File: src/rtl/bank_overlay_ctrl.sv
module bank_overlay_ctrl (
  input  logic        clk,
  input  logic        rst_n,
  input  logic        bus_stb,
  input  logic [15:0] bus_addr,
  input  logic        bus_rnw,
  output logic        rom_rd,
  output logic        ram_rd,
  output logic        ram_we,
  output logic [13:0] ram_addr
);

  localparam logic [11:0] SW_PAGE = 12'hC08;
  localparam logic [3:0]  WIN_LO  = 4'hD;

  logic       bank1;
  logic       rd_ram;
  logic       wr_en;
  logic [1:0] pre_cnt;

  logic sw_hit, win_hit, sw_acc;
  assign sw_hit  = bus_addr[15:4] == SW_PAGE;
  assign win_hit = bus_addr[15:12] >= WIN_LO;
  assign sw_acc  = bus_stb && sw_hit;

  always_ff @(posedge clk or negedge rst_n) begin
    if (!rst_n) begin
      bank1   <= 1'b0;
      rd_ram  <= 1'b0;
      wr_en   <= 1'b0;
      pre_cnt <= 2'd0;
    end else if (sw_acc) begin
      bank1  <= bus_addr[3];
      rd_ram <= bus_addr[1] ~^ bus_addr[0];
      if (!bus_addr[0]) begin
        wr_en   <= 1'b0;
        pre_cnt <= 2'd0;
      end else if (bus_rnw) begin
        if (pre_cnt != 2'd0) wr_en <= 1'b1;
        if (pre_cnt != 2'd2) pre_cnt <= pre_cnt + 2'd1;
      end else begin
        pre_cnt <= 2'd0;
      end
    end
  end

  assign rom_rd = win_hit && bus_rnw && !rd_ram;
  assign ram_rd = win_hit && bus_rnw && rd_ram;
  assign ram_we = bus_stb && win_hit && !bus_rnw && wr_en;
  assign ram_addr = (bus_addr[15:12] == WIN_LO) ? {1'b0, bank1, bus_addr[11:0]}
                                                : {1'b1, bus_addr[12:0]};


  even_clr_chk: assert property (@(posedge clk) disable iff (!rst_n)
    sw_acc && !bus_addr[0] |=> !wr_en && pre_cnt == 2'd0);


  sw_wr_clr_chk: assert property (@(posedge clk) disable iff (!rst_n)
    sw_acc && !bus_rnw |=> pre_cnt == 2'd0);


  we_rise_chk: assert property (@(posedge clk) disable iff (!rst_n)
    $rose(wr_en) |-> $past(sw_acc && bus_rnw && bus_addr[0]));


  odd_wr_keep_chk: assert property (@(posedge clk) disable iff (!rst_n)
    sw_acc && !bus_rnw && bus_addr[0] |=> wr_en == $past(wr_en));


  bank_follow_chk: assert property (@(posedge clk) disable iff (!rst_n)
    sw_acc |=> bank1 == $past(bus_addr[3]));


  idle_hold_chk: assert property (@(posedge clk) disable iff (!rst_n)
    !sw_acc |=> $stable({bank1, rd_ram, wr_en, pre_cnt}));


  we_excl_chk: assert property (@(posedge clk) disable iff (!rst_n)
    ram_we |-> !rom_rd && !ram_rd);

endmodule

File: config.mk
export PLATFORM = sky130hd
export DESIGN_NAME = bank_overlay_ctrl
export DESIGN_NICKNAME = d
export VERILOG_FILES = /design/src/rtl/bank_overlay_ctrl.sv
export SDC_FILE = /design/constraint.sdc
export NUM_CORES = 1
export LEC_CHECK = 0
export ABC_AREA = 1
export CAP_MARGIN = 5
export CORE_MARGIN = 10
export CORE_UTILIZATION = 35
export DETAILED_ROUTE_END_ITERATION = 6
export PLACE_DENSITY = 0.83
export SYNTH_ARGS = -nofsm -noshare
export SYNTH_HDL_FRONTEND = slang
export SYNTH_SLANG_ARGS = --single-unit
File: constraint.sdc
create_clock -name clk -period 1.23 [get_ports clk]
set_input_delay 0.123 -clock clk [delete_from_list [all_inputs] [get_ports clk]]
set_output_delay 0.123 -clock clk [all_outputs]
set_load 0.01 [all_outputs]
After elaboration in Yosys (flattened, before gate mapping)

Cells that the tools add are included.
W data, S select, Z words.

RAM bits: 0
Register bits: 5
Memories kept: 0
Latch bits: 0
Input bits: 20
Output and inout bits: 17
ROM bits: 0

$lt $le $gt $ge: 1
Reduce and logical (&&, ||, !) cells: 12
$add $sub $neg: 1
Divide/modulo/power cells: 0
Multipliers: 0
Bitwise logic cells: 1
Shift-type cells: 0
Equality and inequality tests: 6
Multiplexer cells: 7

Operators by type and width:

| cell                   | count |
|---|---|
| $mux W14               | 1 |
| $eq A12 B12 Y1 const B | 1 |
| $logic_and A1 B1 Y1    | 7 |
| $mux W2                | 3 |
| $eq A4 B4 Y1 const B   | 1 |
| $ge A4 B4 Y1 const B   | 1 |
| $ne A2 B1 Y1 const B   | 2 |
| $mux W1                | 3 |
| $ne A3 B2 Y1 const B   | 1 |
| $reduce_and A3 Y1      | 1 |
| $add A2 B1 Y2 const B  | 1 |
| $logic_not A1 Y1       | 2 |
| $ne A2 B2 Y1 const B   | 1 |
| $reduce_and A2 Y1      | 1 |
| $reduce_bool A2 Y1     | 1 |
| $xnor A1 B1 Y1         | 1 |

Longest topological paths before layout

Word-level depth: 4
Depth in mapped cells: 8
Mapped depth without buffers: 8

Worst setup path after synthesis

OpenSTA, ideal clock, no wires.

Path type: reg2reg
From: reg pre_cnt[0]
To: reg pre_cnt[1]
Arrival time: 0.856 ns
Stages on the path, launching flop included: 7
Slack: 0.258 ns
Period minus slack after synthesis: 0.972 ns
Path buffers: 0
Data required time: 1.113 ns
Cells stage by stage: dfrtp_1 inv_1 ha_1 inv_1 nor2_1 nand3_1 nand2_1

Longest elaborated chain between the ends: 4

Ends and longest elaborated chain:

| element                  | line | RTL |
|---|---|---|
| start: declaration       | 19   | `logic [1:0] pre_cnt;` |
| start signal: assignment | 40   | `if (pre_cnt != 2'd2) pre_cnt <= pre_cnt + 2'd1;` |
| $add A2 B1 Y2            | 40   |  |
| $mux W2                  | 40   |  |
| $mux W2                  | 38   | `end else if (bus_rnw) begin` |
| $mux W2                  | 35   | `if (!bus_addr[0]) begin` |

Parallel ways exist; a longest one is shown, timed or not. The select of a mux whose other input is x is not followed.
A chain may end at the register's enable or synchronous reset.

Worst setup path after layout

From: reg bank1
To: out ram_addr[12]

Longest elaborated chain between the ends: 1

Ends and longest elaborated chain:

| element                  | line | RTL |
|---|---|---|
| start: declaration       | 16   | `logic bank1;` |
| start signal: assignment | 33   | `bank1 <= bus_addr[3];` |
| $mux W14                 | 50   | `assign ram_addr = (bus_addr[15:12] == WIN_LO) ? {1'b0, bank1, bus_addr[11:0]}` |
| end: declaration         | 10   | `output logic [13:0] ram_addr` |

No other way between the ends.

==> results.sh <==
export IMPL_run_status="finished, final reports clean"
export IMPL_dr_pass1_iters=4
export IMPL_synth_xor_area_frac=0.0156
export IMPL_relSlewSlack=0.852
export IMPL_comb_power_share=0.338
export IMPL_hold_buffers=0
export IMPL_reg2reg_slack_ns=0.17
export IMPL_final_hold_violation_count=0
export IMPL_routedWlPerCell_um=11.8
export IMPL_coreArea_um2=1510
export IMPL_top_level_ports=37
export IMPL_ys_ff_latch=5
export IMPL_path_max_fanout=2
export IMPL_synth_simple_area_share=0.403
export IMPL_yosys_warnings=0
export IMPL_worst_slack_ns=0.0575
export IMPL_postRouteAntennaNets=0
export IMPL_numPlacedInstances=138
export IMPL_slowest_delay_ns=0.35
export IMPL_rows=14
export IMPL_path_clk_slew_ns=0.04
export IMPL_timing_fmax_ghz=0.853
export IMPL_synth_cells=92
export IMPL_cp_slowest_cell="dfrtp_1"
export IMPL_grt_max_degree=6
export IMPL_r2r_start="pre_cnt[0]"
export IMPL_final_cells=142
export IMPL_syn_num_nets=114
export IMPL_clk_latency_ns=0.24
export IMPL_drt_initial_drc_count=11
export IMPL_cts_root_buf="clkbuf_4"
export IMPL_nFillCells=142
export IMPL_start_util=0.373
export IMPL_slew_violations=0
export IMPL_crit_family="flip-flops"
export IMPL_cts_buffer_depth=2
export IMPL_num_antenna_cells=0
export IMPL_powerDensity_nw_per_um2=583
export IMPL_holdWs_ns=0.104
export IMPL_path_class="reg -> out"
export IMPL_worst_path_buf_inv=1
export IMPL_grt_overflow=0
export IMPL_fin_crit_ns=1.17
export IMPL_grt_pass1_wl_um=2610
export IMPL_dpl_hpwl_um=1490
export IMPL_reg2reg_depth=6
export IMPL_route_vias_total=623
export IMPL_worstPathCellList="nor2_1, a21oi_1, clkdlybuf4s15_1"
export IMPL_cts_htree_levels=1
export IMPL_antenna_found_initial=0
export IMPL_worst_slew_pin_slew_ns=0.221
export IMPL_detailedPlace_worstSlack_ns=-0.443
export IMPL_critical_path_arrival_ns=1.05
export IMPL_p_sw_mw=0.141
export IMPL_grt_util_all_layers=0.0918
export IMPL_setup_viol=0
export IMPL_worstHoldPathType="in -> async"
export IMPL_p_int_mw=0.387
export IMPL_nNetsFinal=149
export IMPL_area_growth_syn_to_layout_pct=60.8
export IMPL_drive_above_1_share=0.214
export IMPL_r2r_end="pre_cnt[1]"
export IMPL_ys_seq_area_frac=0.223
export IMPL_drt_total_wl_um=1670
export IMPL_total_power_mw=0.527
export IMPL_start_kind="flip-flop"
export IMPL_crit_required_ns=1.11
export IMPL_drv_cap=0
export IMPL_syn_area_per_cell_um2=6.11
export IMPL_synth_top_family_by_area="simple AND/OR/NAND/NOR gates"
export IMPL_rsz0062_at_grt="false"
export IMPL_syn_area_um2=562
export IMPL_cts_tree="yes"
export IMPL_cts_sinks=5
export IMPL_swShare=0.267
export IMPL_die_w_um=60.1
export IMPL_peakVddDrop_mv=0.633
export IMPL_clockPowerShare=0.347
export IMPL_drc_errors=0
export IMPL_design_die_area_um2=3610
export IMPL_postLayoutCoreUtil=0.600
export IMPL_fin_crit_sh=0.953
export IMPL_seq_power_share=0.315
export IMPL_grt_pass1_vias=599
export IMPL_worst_clock_skew_ns=0.00300
export IMPL_cts_buffers=3
export IMPL_gp_congestion=0.737
export IMPL_port_buffer_count=34
export IMPL_synth_distinct_cells=14
export IMPL_leakage_nw=0.495
export IMPL_synthMuxAreaShare=0
export IMPL_synth_compound_area_frac=0.0267
export IMPL_end_kind="output pin"
export IMPL_dieHeight_um=60.1
export IMPL_crit_cells=3
export IMPL_synth_adder_area_share=0.0445
export IMPL_via_per_inst=4.39
## logic make-up after synthesis
| logic type | count (synthesis) |
|---|---|
| adder cells (fa/ha/maj) | 2 |
| XOR/XNOR | 1 |
| AO/OA/AOI/OAI | 3 |
| flip-flops | 5 |
| buffers and inverters | 31 |
| AND/OR/NAND/NOR | 50 |
## Yosys cell counts
cell type | n | area, um2
inv_1 | 19 | 71.3
nand2_1 | 19 | 71.3
nor2_1 | 15 | 56.3
buf_4 | 12 | 90.1
nand3_1 | 8 | 40.0
dfrtp_1 | 5 | 125
nand2_2 | 3 | 18.8
a21oi_1 | 2 | 10.0
ha_1 | 2 | 25.0
nor2_2 | 2 | 12.5
nor2_4 | 2 | 22.5
nor3_1 | 1 | 5.00
o21ai_1 | 1 | 5.00
xor2_1 | 1 | 8.76
## layer usage
layer	up-vias	GRT usage	share of wire
met1	275	0.0823	0.35
met5	-	0	0
li1	329	-	-
met3	0	0.0508	0.088
met4	0	0.00962	0
met2	19	0.178	0.56
## per-stage QoR
step           TNS [ns]  instance area (um2)
3_3_place_gp      -3.15                  892
5_1_grt               0                  903
6_report              0                  903
2_1_floorplan         0                  562
4_1_cts               0                  883
3_5_place_dp      -3.58                  892
## final cells by class
cell class | instances | area, um2 | share of cell area
inverter | 19 | 71.3 | 0.0789
clock buffer | 4 | 26.3 | 0.0291
tap | 16 | 20.0 | 0.0222
timing repair buffer | 42 | 370 | 0.410
multi-input combinational | 56 | 290 | 0.321
sequential | 5 | 125 | 0.139
## registers in the layout, summed over array words and instances (netlist names)
register and cells:
pre_cnt 2, bank1 1, rd_ram 1, wr_en 1
## power groups by stage
stage	clock network (mW)	logic [mW]	registers, mW
CTS	0.192	0.178	0.166
finish	0.183	0.178	0.166
global route	0.207	0.193	0.166
floorplan	0	0.0780	0.168
global placement	0	0.193	0.168
detailed placement	0	0.197	0.168
## what timing repair did
item,4_1_cts,5_1_grt
endpoints found under the setup margin,16,6
pin swaps,0,4
endpoints found under the hold margin,0,0
cloned,0,0
gates resized for setup,34,7
buffers inserted,0,0
## worst max path at each step
| stage | from | end | slack, ns |
|---|---|---|---|
| 2_1_floorplan | pre_cnt[0] | pre_cnt[1] | 0.26 |
| 3_3_place_gp | bus_addr[15] | rom_rd | -0.39 |
| 3_5_place_dp | bus_addr[15] | rom_rd | -0.44 |
| 4_1_cts | bus_addr[15] | rom_rd | 0.01 |
| 5_1_grt | bus_addr[8] | pre_cnt[0] | 0.003 |
| 6_report | bank1 | ram_addr[12] | 0.06 |
## cells in the final DEF, fill, tap and decap left out
cell | synthesis | final
a21oi_1 | 2 | 2
inv_2 | 0 | 2
nand2_1 | 19 | 18
nand3_2 | 0 | 1
nand3_1 | 8 | 7
ha_1 | 2 | 2
nor2_1 | 15 | 14
nor3_1 | 1 | 1
dlymetal6s2s_1 | 0 | 3
buf_2 | 0 | 4
clkbuf_4 | 0 | 3
clkdlybuf4s15_1 | 0 | 1
dfrtp_1 | 5 | 5
clkdlybuf4s50_1 | 0 | 12
clkbuf_1 | 0 | 1
buf_4 | 12 | 8
nor2_2 | 2 | 2
nor2_4 | 2 | 3
nand2_2 | 3 | 4
o21ai_1 | 1 | 1
xor2_1 | 1 | 1
dlygate4sd2_1 | 0 | 14
inv_1 | 19 | 17
Note: power is estimated with default switching activity, not from simulation.
